[src/rtl/burst_trig_pkg.sv]
package burst_trig_pkg;

    typedef enum logic [1:0] {
        ST_IDLE        = 2'd0,
        ST_START_DELAY = 2'd1,
        ST_FIRE        = 2'd2,
        ST_WAIT_PERIOD = 2'd3
    } seq_state_e;

    typedef enum logic {
        MODE_BURST = 1'b0,
        MODE_CONT  = 1'b1
    } seq_mode_e;

endpackage

[src/rtl/burst_trig_cfg.sv]
// Normalises and captures the sequence configuration on an accepted start.
module burst_trig_cfg #(
    parameter int PERIOD_W   = 32,
    parameter int BURST_W    = 32,
    parameter int MIN_PERIOD = 10
) (
    input  logic                clk_i,
    input  logic                rst_ni,
    input  logic                capture_i,
    input  logic                cont_mode_i,
    input  logic [PERIOD_W-1:0] period_i,
    input  logic [BURST_W-1:0]  burst_len_i,
    output logic [BURST_W-1:0]  burst_len_norm_o,
    output logic [PERIOD_W-1:0] period_lat_o,
    output burst_trig_pkg::seq_mode_e mode_lat_o
);
    import burst_trig_pkg::*;

    // The period reload subtracts two, so the floor is at least two cycles.
    localparam int FLOOR = (MIN_PERIOD < 2) ? 2 : MIN_PERIOD;
    localparam logic [PERIOD_W-1:0] FLOOR_V = PERIOD_W'(FLOOR);

    logic [PERIOD_W-1:0] period_eff;

    generate
        if (MIN_PERIOD > 2) begin : g_rate_clamp
            assign period_eff = (period_i < FLOOR_V) ? FLOOR_V : period_i;
        end else begin : g_min_clamp
            assign period_eff = (period_i < 2) ? PERIOD_W'(2) : period_i;
        end
    endgenerate

    // A zero length counts as a single trigger.
    assign burst_len_norm_o = (burst_len_i == '0) ? BURST_W'(1) : burst_len_i;

    always_ff @(posedge clk_i or negedge rst_ni) begin
        if (!rst_ni) begin
            period_lat_o <= FLOOR_V;
            mode_lat_o   <= MODE_BURST;
        end else if (capture_i) begin
            period_lat_o <= period_eff;
            mode_lat_o   <= cont_mode_i ? MODE_CONT : MODE_BURST;
        end
    end

endmodule

[src/rtl/burst_trig_timer.sv]
// Loadable down-counter shared by the start delay and the period wait.
module burst_trig_timer #(
    parameter int W = 32
) (
    input  logic         clk_i,
    input  logic         rst_ni,
    input  logic         load_i,
    input  logic [W-1:0] load_val_i,
    input  logic         run_i,
    output logic         zero_o
);
    logic [W-1:0] cnt_q;

    always_ff @(posedge clk_i or negedge rst_ni) begin
        if (!rst_ni) begin
            cnt_q <= '0;
        end else if (load_i) begin
            cnt_q <= load_val_i;
        end else if (run_i && (cnt_q != '0)) begin
            cnt_q <= cnt_q - W'(1);
        end
    end

    assign zero_o = (cnt_q == '0);

endmodule

[src/rtl/burst_trig_count.sv]
// Counts the triggers still owed in a burst.
module burst_trig_count #(
    parameter int W = 32
) (
    input  logic         clk_i,
    input  logic         rst_ni,
    input  logic         load_i,
    input  logic [W-1:0] load_val_i,
    input  logic         dec_i,
    output logic         last_o
);
    logic [W-1:0] rem_q;

    always_ff @(posedge clk_i or negedge rst_ni) begin
        if (!rst_ni) begin
            rem_q <= '0;
        end else if (load_i) begin
            rem_q <= load_val_i;
        end else if (dec_i && (rem_q != '0)) begin
            rem_q <= rem_q - W'(1);
        end
    end

    assign last_o = (rem_q == W'(1));

endmodule

[src/rtl/burst_trig_fsm.sv]
// Sequencer: state register, next-state logic and output decode.
module burst_trig_fsm (
    input  logic                      clk_i,
    input  logic                      rst_ni,
    input  logic                      enable_i,
    input  logic                      start_i,
    input  burst_trig_pkg::seq_mode_e mode_i,
    input  logic                      tmr_zero_i,
    input  logic                      burst_last_i,
    output logic                      capture_o,
    output logic                      tmr_load_delay_o,
    output logic                      tmr_load_period_o,
    output logic                      tmr_run_o,
    output logic                      cnt_dec_o,
    output logic                      trig_o,
    output logic                      busy_o
);
    import burst_trig_pkg::*;

    seq_state_e state_q, state_d;

    always_ff @(posedge clk_i or negedge rst_ni) begin
        if (!rst_ni) state_q <= ST_IDLE;
        else         state_q <= state_d;
    end

    always_comb begin
        state_d = state_q;
        unique case (state_q)
            ST_IDLE: begin
                if (enable_i && start_i) state_d = ST_START_DELAY;   // go
            end
            ST_START_DELAY: begin
                if (!enable_i)       state_d = ST_IDLE;              // abort
                else if (tmr_zero_i) state_d = ST_FIRE;              // delay_done
            end
            ST_FIRE: begin
                if (!enable_i)
                    state_d = ST_IDLE;                               // abort
                else if ((mode_i == MODE_BURST) && burst_last_i)
                    state_d = ST_IDLE;                               // burst_done
                else
                    state_d = ST_WAIT_PERIOD;                        // rearm
            end
            ST_WAIT_PERIOD: begin
                if (!enable_i)       state_d = ST_IDLE;              // abort
                else if (tmr_zero_i) state_d = ST_FIRE;              // period_done
            end
            default: state_d = ST_IDLE;
        endcase
    end

    always_comb begin
        capture_o         = 1'b0;
        tmr_load_delay_o  = 1'b0;
        tmr_load_period_o = 1'b0;
        tmr_run_o         = 1'b0;
        cnt_dec_o         = 1'b0;
        trig_o            = 1'b0;
        busy_o            = 1'b1;
        unique case (state_q)
            ST_IDLE: begin
                busy_o           = 1'b0;
                capture_o        = enable_i && start_i;
                tmr_load_delay_o = enable_i && start_i;
            end
            ST_START_DELAY: tmr_run_o = 1'b1;
            ST_FIRE: begin
                trig_o            = 1'b1;
                tmr_load_period_o = 1'b1;
                cnt_dec_o         = 1'b1;
            end
            ST_WAIT_PERIOD: tmr_run_o = 1'b1;
            default: busy_o = 1'b0;
        endcase
    end

endmodule

[src/rtl/burst_trig_gen.sv]
// Top level: internal trigger generator with burst and continuous modes.
module burst_trig_gen #(
    parameter int PERIOD_W   = 32,
    parameter int BURST_W    = 32,
    parameter int DELAY_W    = 32,
    parameter int MIN_PERIOD = 10
) (
    input  logic                clk_i,
    input  logic                rst_ni,
    input  logic                enable_i,
    input  logic                cont_mode_i,
    input  logic                start_i,
    input  logic [PERIOD_W-1:0] period_i,
    input  logic [BURST_W-1:0]  burst_len_i,
    input  logic [DELAY_W-1:0]  first_delay_i,
    output logic                trig_o,
    output logic                busy_o
);
    import burst_trig_pkg::*;

    localparam int TMR_W = (DELAY_W > PERIOD_W) ? DELAY_W : PERIOD_W;

    logic                capture, tmr_load_delay, tmr_load_period, tmr_run;
    logic                cnt_dec, tmr_zero, burst_last;
    logic [BURST_W-1:0]  burst_len_norm;
    logic [PERIOD_W-1:0] period_lat;
    seq_mode_e           mode_lat;
    logic [TMR_W-1:0]    tmr_val;

    burst_trig_cfg #(
        .PERIOD_W  (PERIOD_W),
        .BURST_W   (BURST_W),
        .MIN_PERIOD(MIN_PERIOD)
    ) cfg_i (
        .clk_i           (clk_i),
        .rst_ni          (rst_ni),
        .capture_i       (capture),
        .cont_mode_i     (cont_mode_i),
        .period_i        (period_i),
        .burst_len_i     (burst_len_i),
        .burst_len_norm_o(burst_len_norm),
        .period_lat_o    (period_lat),
        .mode_lat_o      (mode_lat)
    );

    // The FIRE cycle plus (P-2)+1 wait cycles make up one period.
    always_comb begin
        if (tmr_load_delay) tmr_val = TMR_W'(first_delay_i);
        else                tmr_val = TMR_W'(period_lat - PERIOD_W'(2));
    end

    burst_trig_timer #(.W(TMR_W)) tmr_i (
        .clk_i     (clk_i),
        .rst_ni    (rst_ni),
        .load_i    (tmr_load_delay | tmr_load_period),
        .load_val_i(tmr_val),
        .run_i     (tmr_run),
        .zero_o    (tmr_zero)
    );

    burst_trig_count #(.W(BURST_W)) cnt_i (
        .clk_i     (clk_i),
        .rst_ni    (rst_ni),
        .load_i    (capture),
        .load_val_i(burst_len_norm),
        .dec_i     (cnt_dec),
        .last_o    (burst_last)
    );

    burst_trig_fsm fsm_i (
        .clk_i            (clk_i),
        .rst_ni           (rst_ni),
        .enable_i         (enable_i),
        .start_i          (start_i),
        .mode_i           (mode_lat),
        .tmr_zero_i       (tmr_zero),
        .burst_last_i     (burst_last),
        .capture_o        (capture),
        .tmr_load_delay_o (tmr_load_delay),
        .tmr_load_period_o(tmr_load_period),
        .tmr_run_o        (tmr_run),
        .cnt_dec_o        (cnt_dec),
        .trig_o           (trig_o),
        .busy_o           (busy_o)
    );

endmodule

[config.mk]
export PLATFORM = sky130hd
export DESIGN_NAME = burst_trig_gen
export DESIGN_NICKNAME = d
export VERILOG_FILES = /design/src/rtl/burst_trig_pkg.sv /design/src/rtl/burst_trig_cfg.sv /design/src/rtl/burst_trig_timer.sv /design/src/rtl/burst_trig_count.sv /design/src/rtl/burst_trig_fsm.sv /design/src/rtl/burst_trig_gen.sv
export SDC_FILE = /design/constraint.sdc
export NUM_CORES = 1
export LEC_CHECK = 0
export CAP_MARGIN = 20
export CELL_PAD_IN_SITES_DETAIL_PLACEMENT = 1
export CELL_PAD_IN_SITES_GLOBAL_PLACEMENT = 1
export CORE_MARGIN = 10
export CORE_UTILIZATION = 35
export CTS_CLUSTER_DIAMETER = 30
export DETAILED_ROUTE_END_ITERATION = 8
export PLACE_DENSITY_LB_ADDON = 0.1
export REMOVE_ABC_BUFFERS = 1
export SETUP_SLACK_MARGIN = 0.4
export SYNTH_ARGS = -nofsm -noshare
export SYNTH_HDL_FRONTEND = slang
export SYNTH_SLANG_ARGS = --single-unit
[constraint.sdc]
create_clock -name clk_i -period 4.07 [get_ports clk_i]
set_clock_uncertainty 0.05 [all_clocks]
set_input_delay 0.814 -clock clk_i [delete_from_list [all_inputs] [get_ports clk_i]]
set_output_delay 0.814 -clock clk_i [all_outputs]
set_load 0.01 [all_outputs]
Word level (Yosys, flattened, before mapping)
Index checks and enable logic that the tools add are counted.
{"block": "word_totals", "in_bits": 101, "word_cells": 48, "out_inout_bits": 2, "register_bits": 99}
{"block": "classes", "n_eq_ne": 6, "mux": 18, "n_reduce_logical": 13, "n_bitwise": 2, "order_cmp": 1, "addsub": 3}
{"operator": "32-bit 2-to-1 mux", "n": 7}
{"operator": "32-bit zero test", "n": 2}
{"operator": "32-bit nonzero test", "n": 2}
{"operator": "32-bit by 1-bit subtractor with 32-bit output (second input constant)", "n": 2}
{"operator": "32-bit by 1-bit equality test with 1-bit output (second input constant)", "n": 1}
{"operator": "32-bit by 4-bit < comparator with 1-bit output (second input constant)", "n": 1}
{"operator": "32-bit by 2-bit subtractor with 32-bit output (second input constant)", "n": 1}
{"operator": "2-bit 2-to-1 mux", "n": 5}
{"operator": "2-bit one-hot mux with 3 select lines", "n": 1}
{"operator": "1-bit 2-to-1 mux", "n": 5}
{"operator": "2-bit equality test (second input constant)", "n": 2}
{"operator": "1-bit logical AND", "n": 4}
{"operator": "2-bit nonzero test", "n": 2}
{"operator": "3-bit by 2-bit != test with 1-bit output (second input constant)", "n": 1}
{"operator": "2-bit by 1-bit equality test with 1-bit output (second input constant)", "n": 1}
{"operator": "2-bit zero test", "n": 1}
{"operator": "2-bit by 1-bit != test with 1-bit output (second input constant)", "n": 1}
{"operator": "2-bit AND reduction", "n": 1}
{"operator": "2-bit OR reduction", "n": 1}
{"operator": "1-bit NOT", "n": 1}
{"operator": "1-bit OR", "n": 1}

Longest topological paths before layout
Gate-level depths: netlist of run 1.
{"block": "depth", "word_depth": 6, "depth_mapped": 10, "mapped_depth_nobuf": 8}

Cells and area by module
Synthesis of run 1 repeated with hierarchy kept, for this count alone.
{"block": "unflattened", "hier_cells": 781, "area_unflattened_um2": 6731.5}
{"module": "burst_trig_timer", "area_each_um2": 2067.0, "n_inst": 1, "seq_area_each_um2": 800.8, "cells_each": 234}
{"module": "burst_trig_count", "area_each_um2": 2001.9, "n_inst": 1, "seq_area_each_um2": 800.8, "cells_each": 233}
{"module": "burst_trig_cfg", "area_each_um2": 1527.7, "n_inst": 1, "seq_area_each_um2": 828.3, "cells_each": 129}
{"module": "burst_trig_gen", "area_each_um2": 980.9, "n_inst": 1, "seq_area_each_um2": 0.0, "cells_each": 166}
{"module": "burst_trig_fsm", "area_each_um2": 153.9, "n_inst": 1, "seq_area_each_um2": 50.0, "cells_each": 19}

Least setup slack after synthesis of run 1
OpenSTA, ideal clock, no wires.
{"block": "synth_path", "path_kind": "flip-flop to flip-flop", "startpoint": "register tmr_i.cnt_q[0]", "endpoint": "register tmr_i.cnt_q[17]", "required_ns": 3.871, "setup_slack_ns": 1.388, "setup_ns": 0.149, "n_path_buf": 2, "synth_period_minus_slack_ns": 2.682, "arrival_ns": 2.483, "path_stages_with_launch": 11, "path_cell_list": "dfrtp_1 inv_1 ha_1 or4b_1 clkbuf_1 or4_4 nor4_4 a21oi_2 buf_6 a21oi_1 a221oi_2"}
{"block": "synth_between", "elab_chain_len": 3, "elab_cells_between_ends": 6, "cone_classes": "add/sub: 1; mux: 2; reduce/logical: 3"}
{"element": "start: declaration", "line": "burst_trig_timer.sv:12", "rtl": "logic [W-1:0] cnt_q;"}
{"element": "start signal: assignment", "line": "burst_trig_timer.sv:18", "rtl": "cnt_q <= load_val_i;"}
{"element": "start signal: assignment", "line": "burst_trig_timer.sv:20", "rtl": "cnt_q <= cnt_q - W'(1);"}
{"element": "32-bit by 1-bit subtractor with 32-bit output or 32-bit nonzero test (tied branches)", "line": "burst_trig_timer.sv:20, burst_trig_timer.sv:19"}
{"element": "32-bit 2-to-1 mux or 1-bit logical AND (tied branches)", "line": "burst_trig_timer.sv:19", "rtl": "end else if (run_i && (cnt_q != '0)) begin"}
{"element": "32-bit 2-to-1 mux or 2-bit nonzero test (tied branches)"}
Parallel ways exist; a longest one is shown, timed or not. The select of a mux whose other input is x is not followed.
A chain may end at the register's enable or synchronous reset.

Final worst setup path of run 1
{"block": "layout_path", "startpoint": "register tmr_i.cnt_q[0]", "endpoint": "register tmr_i.cnt_q[28]"}
The elaborated chain is that of the path after synthesis.

==> results.md, run 1 <==
* Outcome: completed
* Largest net degree at the start of global routing at 81
* Final setup viols at 0
* Area delta synth->final at 25.0%
* CP Launch Type: flip-flop
* DP Wirelength at 17.2 mm
* Vias in the first global route at 6,946
* Yosys top cell by area: dfrtp_1
* Combinational share of power at 0.265
* Setup Fix Bufs, Post-CTS at 0
* Detailed Route WL at 23.0 mm
* Worst Max-Slew Pin Slew at 0.852 ns
* Max cap viols at 0
* M3 GR Usage at 0.0541
* Worst Setup End Kind: flip-flop
* DR vias/cell at 5.87
* Die Ht at 154 um
* Vias after detailed routing at 6,476
* Layout cells sized above 1 at 0.0648
* Register area share after synthesis at 0.395
* Synth Register Bits at 99
* Core ar. at 0.0174 sq mm
* # diodes at 0
* Top post-synthesis cells by count: nand2_1 (132), dfrtp_1 (97), o21ai_0 (68)
* Worst slew margin at 0.432
* Ys flop type: dfrtp_1
* Synthesized area at 0.00628 sq mm
* Class of the worst hold path: input port to async pin
* Internal power at 2.15 mW
* Max-slew violations at 0
* Total Nets Final at 979
* Iteration-0 DRC Markers at 305
* Compound-Gate Fraction of Synth Area at 0.240
* H-tree Lvls at 3
* CP required at 4.28 ns
* Critical path arrival at 3.47 ns
* Mux cell area share after synthesis at 0.00319
* Ports at 103
* Clock share of power at 0.284
* Post-route ant nets at 0
* Peak VDD IR at 0.000205 V
* Number of distinct library cells after synthesis at 61
* Post-Syn Instances at 789
* Post-CTS sizing at 0
* Max Root-Sink Buffers at 2
* CTS tree: done
* Core Rows at 48
* Hold-fix buffers at CTS at 0
* Setup WS pre-CTS at 0.759 ns
* Sw Pwr at 1.19 mW
* Drt drc at 0
* Placer Congestion at 0.848
* Tcrit/Tclk final at 0.800
* Switching share of power at 0.355
* Xor/xnor share of the synthesized area at 0.0376
* Pwr per Cell Area at 425 mW/mm^2
* Synthesized area per cell at 7.96 sq um
* Synth async-reset ratio at 1.00
* RSZ-0062 raised after global routing: false
* Routing usage on met2 at 0.326
* Synth top area share at 0.386
* Clk slew on worst S/H paths at 0.07 ns
* Most common cell in the netlist: nand2_1
* WHS at 0.437 ns
* Total power at 3.34 mW
* Largest family of logic cells by synthesized area: simple AND/OR/NAND/NOR gates
* Global-route wire length before repair at 37.1 mm
* GRT Max-Usage Layer: met2
* Static Leak at 3.06 nW
* Antenna violations before repair at 0
* DR WL/cell at 20.8 um
* Ys Warns at 0
* Hold Fails Final Rpt at 0
* Initial Util at 0.361
* Maximum clock rate at 307 MHz
* Die width at 154 um
* Post-synth EDFFs at 0
* # port buffers at 102
* GR Util met1 at 0.234
* Global Route Usage Sum at 0.191
* R2R depth at 9
* Worst skew pair latency at 0.36 ns
* Largest cells by area after synthesis: dfrtp_1 (39%), nand2_1 (7.9%), o21ai_0 (5.4%), a21oi_1 (5.0%), nor4_1 (4.1%)
* Post-route setup slack at 0.812 ns
* CTS root buf: clkbuf_16
* CP Max Fanout at 29
* Clock sink total at 99
* Iteration count of the initial detailed-routing pass at 5
* Critical path class: flip-flop to flip-flop
* Synth Area in Simple Gates at 0.276
* GRT overflow at 0
* Period minus WS final at 3.26 ns
* Num CTS Buffers at 9
* Sequential share of power at 0.451
* Die area at 0.0237 sq mm
* Post-Synth Adder-Cell Area at 0.00797
## per-stage QoR
| step | util | cell area, sq um | cells | setup TNS [ns] |
|---|---|---|---|---|
| 6_report | 0.451 | 7850 | 1104 | 0 |
| 5_1_grt | 0.451 | 7850 | 1104 | 0 |
| 4_1_cts | 0.451 | 7850 | 1104 | 0 |
| 3_5_place_dp | 0.433 | 7530 | 1088 | 0 |
| 3_3_place_gp | 0.433 | 7530 | 1088 | 0 |
| 2_1_floorplan | - | 6080 | 742 | -19.78 |
## logic make-up (layout without fill, tap and decap cells)
logic type,Yosys count,count (layout)
xor gates and xnor gates,27,27
AOI/OAI and AO/OA,238,238
and+or+nand+nor,357,357
DFF,99,99
muxes,2,2
buffers and inverters,62,152
adders and majority gates,4,4
## power groups by stage
stage                     clock network, mW  registers, mW  logic (mW)
final                                 0.948           1.51       0.883
after global routing                   1.01           1.55       0.994
after CTS                             0.966           1.50       0.889
after detailed placement                  0           1.52       0.886
after global placement                    0           1.50       0.843
after floorplan                           0           1.43       0.551
## cell type report
| type | count | area [sq um] |
|---|---|---|
| Fill cell | 2097 | 9570 |
| Clock inverter | 5 | 82.6 |
| Sequential cell | 99 | 2480 |
| Inverter | 15 | 56.3 |
| Tap cell | 225 | 282 |
| Timing Repair Buffer | 121 | 1160 |
| Multi-Input combinational cell | 628 | 3560 |
| Clock buffer | 11 | 233 |
## layer usage
metal	share of wire	up-vias
met3	0.056	20
met4	0.0095	0
met2	0.49	150
li1	-	3102
met1	0.44	3204
met5	0	-
## registers in the layout (all words and copies together), names as in the netlist
register and cells:
cfg_i.period_lat_o 32, cnt_i.rem_q 32, tmr_i.cnt_q 32, fsm_i.state_q 2, cfg_i.mode_lat_o 1
## critical path, stage by stage (launching register included)
cell and delay [ns]:
dfrtp_1 0.43, inv_1 0.08, ha_1 0.20, or4b_1 0.62
or4_4 0.52, nor4_4 0.37, a21oi_2 0.24, buf_4 0.30
and2_0 0.18, a211oi_1 0.16
## placed cells by master, fill, tap and decap left out, types with 16 or more instances in the layout
cell type / instances
nor2_1: 63
xor2_1: 16
buf_4: 20
dfrtp_1: 97
nand2_1: 132
a21oi_1: 63
nor3_1: 31
o21ai_0: 68
nor4_1: 41
nand3_1: 23
clkdlybuf4s50_1: 101
## path summary, 6_finish.rpt
| check | start | to | slack, ns |
|---|---|---|---|
| min in group clk_i | cfg_i.mode_lat_o | cfg_i.mode_lat_o | 0.45 |
| setup reg to reg | tmr_i.cnt_q[0] | tmr_i.cnt_q[28] | 0.81 |
| max in group asynchronous | rst_ni | tmr_i.cnt_q[31] | 2.63 |
| setup / recovery | tmr_i.cnt_q[0] | tmr_i.cnt_q[28] | 0.81 |
| hold / removal | rst_ni | tmr_i.cnt_q[4] | 0.44 |
| hold reg to reg | cfg_i.mode_lat_o | cfg_i.mode_lat_o | 0.45 |
Note: power is estimated with default switching activity, not from simulation.
==> inputs of run 2 (changes only) <==
==> constraint.sdc (replaced) <==
create_clock -name clk_i -period 2.9 [get_ports clk_i]
set_clock_uncertainty 0.05 [all_clocks]
set_input_delay 0.58 -clock clk_i [delete_from_list [all_inputs] [get_ports clk_i]]
set_output_delay 0.58 -clock clk_i [all_outputs]
set_load 0.01 [all_outputs]
==> results.md, run 2 (synthesis gave the netlist of run 1 again) <==
* Crit path largest cell delay at 0.54 ns (-0.08 ns)
* Die area at 0.0237 sq mm (unchanged)
* DP Wirelength at 17.8 mm (+3.5%)
* Class of the worst hold path: input port to async pin
* RSZ-0062 raised after global routing: true
* Worst path top cell family by delay: simple AND/OR/NAND/NOR gates
* Max cap viols at 0 (unchanged)
* Post-route ant nets at 0 (unchanged)
* Worst Max-Slew Pin Slew at 0.578 ns (-0.274 ns)
* Static Leak at 3.31 nW (+7.9%)
* Tcrit/Tclk final at 0.918 (+0.118)
* Finished Core Util at 0.480 (+0.0296)
* Initial Util at 0.361 (unchanged)
* Top flop regs: cfg_i.period_lat_o x32, cnt_i.rem_q x32, tmr_i.cnt_q x32
* Critical path buffer and inverter count at 2 (unchanged)
* Area delta synth->final at 33.2%
* # diodes at 0 (unchanged)
* Die Ht at 154 um (unchanged)
* Worst slew margin at 0.611 (+0.179)
* Core ar. at 0.0174 sq mm (unchanged)
* Internal power at 3.08 mW (+43%)
* Critical path class: flip-flop to flip-flop
* Sequential share of power at 0.437 (-0.014)
* Antenna violations before repair at 0 (unchanged)
* CP Max Fanout at 6 (-79%)
* Worst path slowest cell: or4_4
* Peak VDD IR at 0.000348 V (+69%)
* GRT overflow at 0 (unchanged)
* Max-slew violations at 0 (unchanged)
* Final setup viols at 0 (unchanged)
* Global Route Usage Sum at 0.198 (+0.00725)
* Switching share of power at 0.365 (+0.0101)
* H-tree Lvls at 3 (unchanged)
* Max Root-Sink Buffers at 2 (unchanged)
* Sw Pwr at 1.77 mW (+50%)
* Total Nets Final at 1,022 (+4.4%)
* Commonest non-fill, non-tap cell in the layout: nand2_1
* CP Launch Type: flip-flop
* Layout cells sized above 1 at 0.142 (+0.0772)
* Iteration count of the initial detailed-routing pass at 4 (-1)
* Drt drc at 0 (unchanged)
* Iteration-0 DRC Markers at 374 (+23%)
* Worst skew pair latency at 0.36 ns (about the same)
* Hold-fix buffers at CTS at 0 (unchanged)
* Pwr per Cell Area at 580 mW/mm^2 (+36%)
* Global-route wire length before repair at 38.6 mm (+4.0%)
* Post-route setup slack at 0.237 ns (-0.576 ns)
* CP required at 3.12 ns (-1.16 ns)
* Combinational share of power at 0.301 (+0.036)
* Ports at 103 (unchanged)
* Critical path arrival at 2.88 ns (-0.59 ns)
* Detailed Route WL at 24.1 mm (+5.1%)
* Largest net degree at the start of global routing at 81 (unchanged)
* DR WL/cell at 21.0 um (+1.2%)
* Clk slew on worst S/H paths at 0.07 ns (about the same)
* Placer Congestion at 0.940 (+11%)
* Die width at 154 um (unchanged)
* Setup TNS at 0 ns (unchanged)
* # port buffers at 102 (unchanged)
* Period minus WS final at 2.66 ns (-0.594 ns)
* Crit-path cells: inv_1 > ha_2 > or4b_4 > or4_4 > nor4_4 > a21oi_4 > buf_6 > and2_4 > a211oi_2
* Vias after detailed routing at 6,722 (+3.8%)
* Hold Fails Final Rpt at 0 (unchanged)
* Fillers at 2,089 (-0.38%)
* Outcome: completed
* CTS root buf: clkbuf_16
* DR vias/cell at 5.86 (about the same)
* Setup WS pre-CTS at 0.0453 ns (-0.714 ns)
* Clock sink total at 99 (unchanged)
* Worst Setup End Kind: flip-flop
* Total power at 4.85 mW (+45%)
* Vias in the first global route at 7,099 (+2.2%)
* Clock share of power at 0.261 (-0.023)
* CTS tree: done
* Core Rows at 48 (unchanged)
* Num CTS Buffers at 9 (unchanged)
* Most frequent cells in the layout: nand2_1 (131), clkdlybuf4s50_1 (101), dfrtp_1 (96)
* Maximum clock rate at 375 MHz (+22%)
run 2: cell count changes in the layout (fill, tap and decap cells not counted), sizes merged:
cell    change
clkbuf      -1
inv         +2
bufinv      -1
buf        +43
run 2: stage by stage:
step | instances | hold WS [ns] | area, sq um
floorplan | 742 | 0.234 | 6080
global placement | 1113 | 0.424 | 7760
detailed placement | 1113 | 0.417 | 7760
CTS | 1139 | 0.172 | 8240
global route | 1147 | 0.186 | 8370
finish | 1147 | 0.156 | 8370
run 2: routing by layer:
layer | track usage | up-vias | part of all wire
met2 | 0.339 | 165 | 0.49
met1 | 0.241 | 3351 | 0.44
li1 | - | 3181 | -
met5 | 0 | - | 0
met4 | 0.0580 | 0 | 0.017
met3 | 0.0455 | 25 | 0.050
run 2: layout make-up:
cell class | instances | area, sq um | area share
tap | 225 | 282 | 0.0337
multi-input combinational | 628 | 3700 | 0.442
clock buffer | 10 | 229 | 0.0274
clock inverter | 6 | 70.1 | 0.00838
sequential | 99 | 2480 | 0.297
timing repair buffer | 164 | 1550 | 0.185
inverter | 15 | 56.3 | 0.00673
run 2: repair_timing:
| action | 4_1_cts | 5_1_grt |
|---|---|---|
| gates resized for setup | 26 | 20 |
| cloned | 2 | 0 |
| endpoints found under the hold margin | 0 | 0 |
| setup endpoints to repair | 55 | 56 |
| buffers inserted | 8 | 8 |
| pin swaps | 9 | 4 |
run 2: final timing paths:
path / startpoint / to / slack [ns] / depth (start not counted)
min: rst_ni / tmr_i.cnt_q[1] / 0.16 / 1
min in group clk_i: cfg_i.mode_lat_o / cfg_i.mode_lat_o / 0.45 / 2
min reg2reg: cfg_i.mode_lat_o / cfg_i.mode_lat_o / 0.45 / 2
max: tmr_i.cnt_q[1] / tmr_i.cnt_q[28] / 0.24 / 9
max in group asynchronous: rst_ni / tmr_i.cnt_q[6] / 1.94 / 2
max reg2reg: tmr_i.cnt_q[1] / tmr_i.cnt_q[28] / 0.24 / 9
run 2: power by group through the flow:
stage	clock, mW	sequential [mW]	combinational, mW
after floorplan	0	2.01	0.774
final	1.27	2.12	1.46
after CTS	1.30	2.10	1.39
after global routing	1.35	2.17	1.63
after detailed placement	0	2.12	1.33
after global placement	0	2.09	1.28
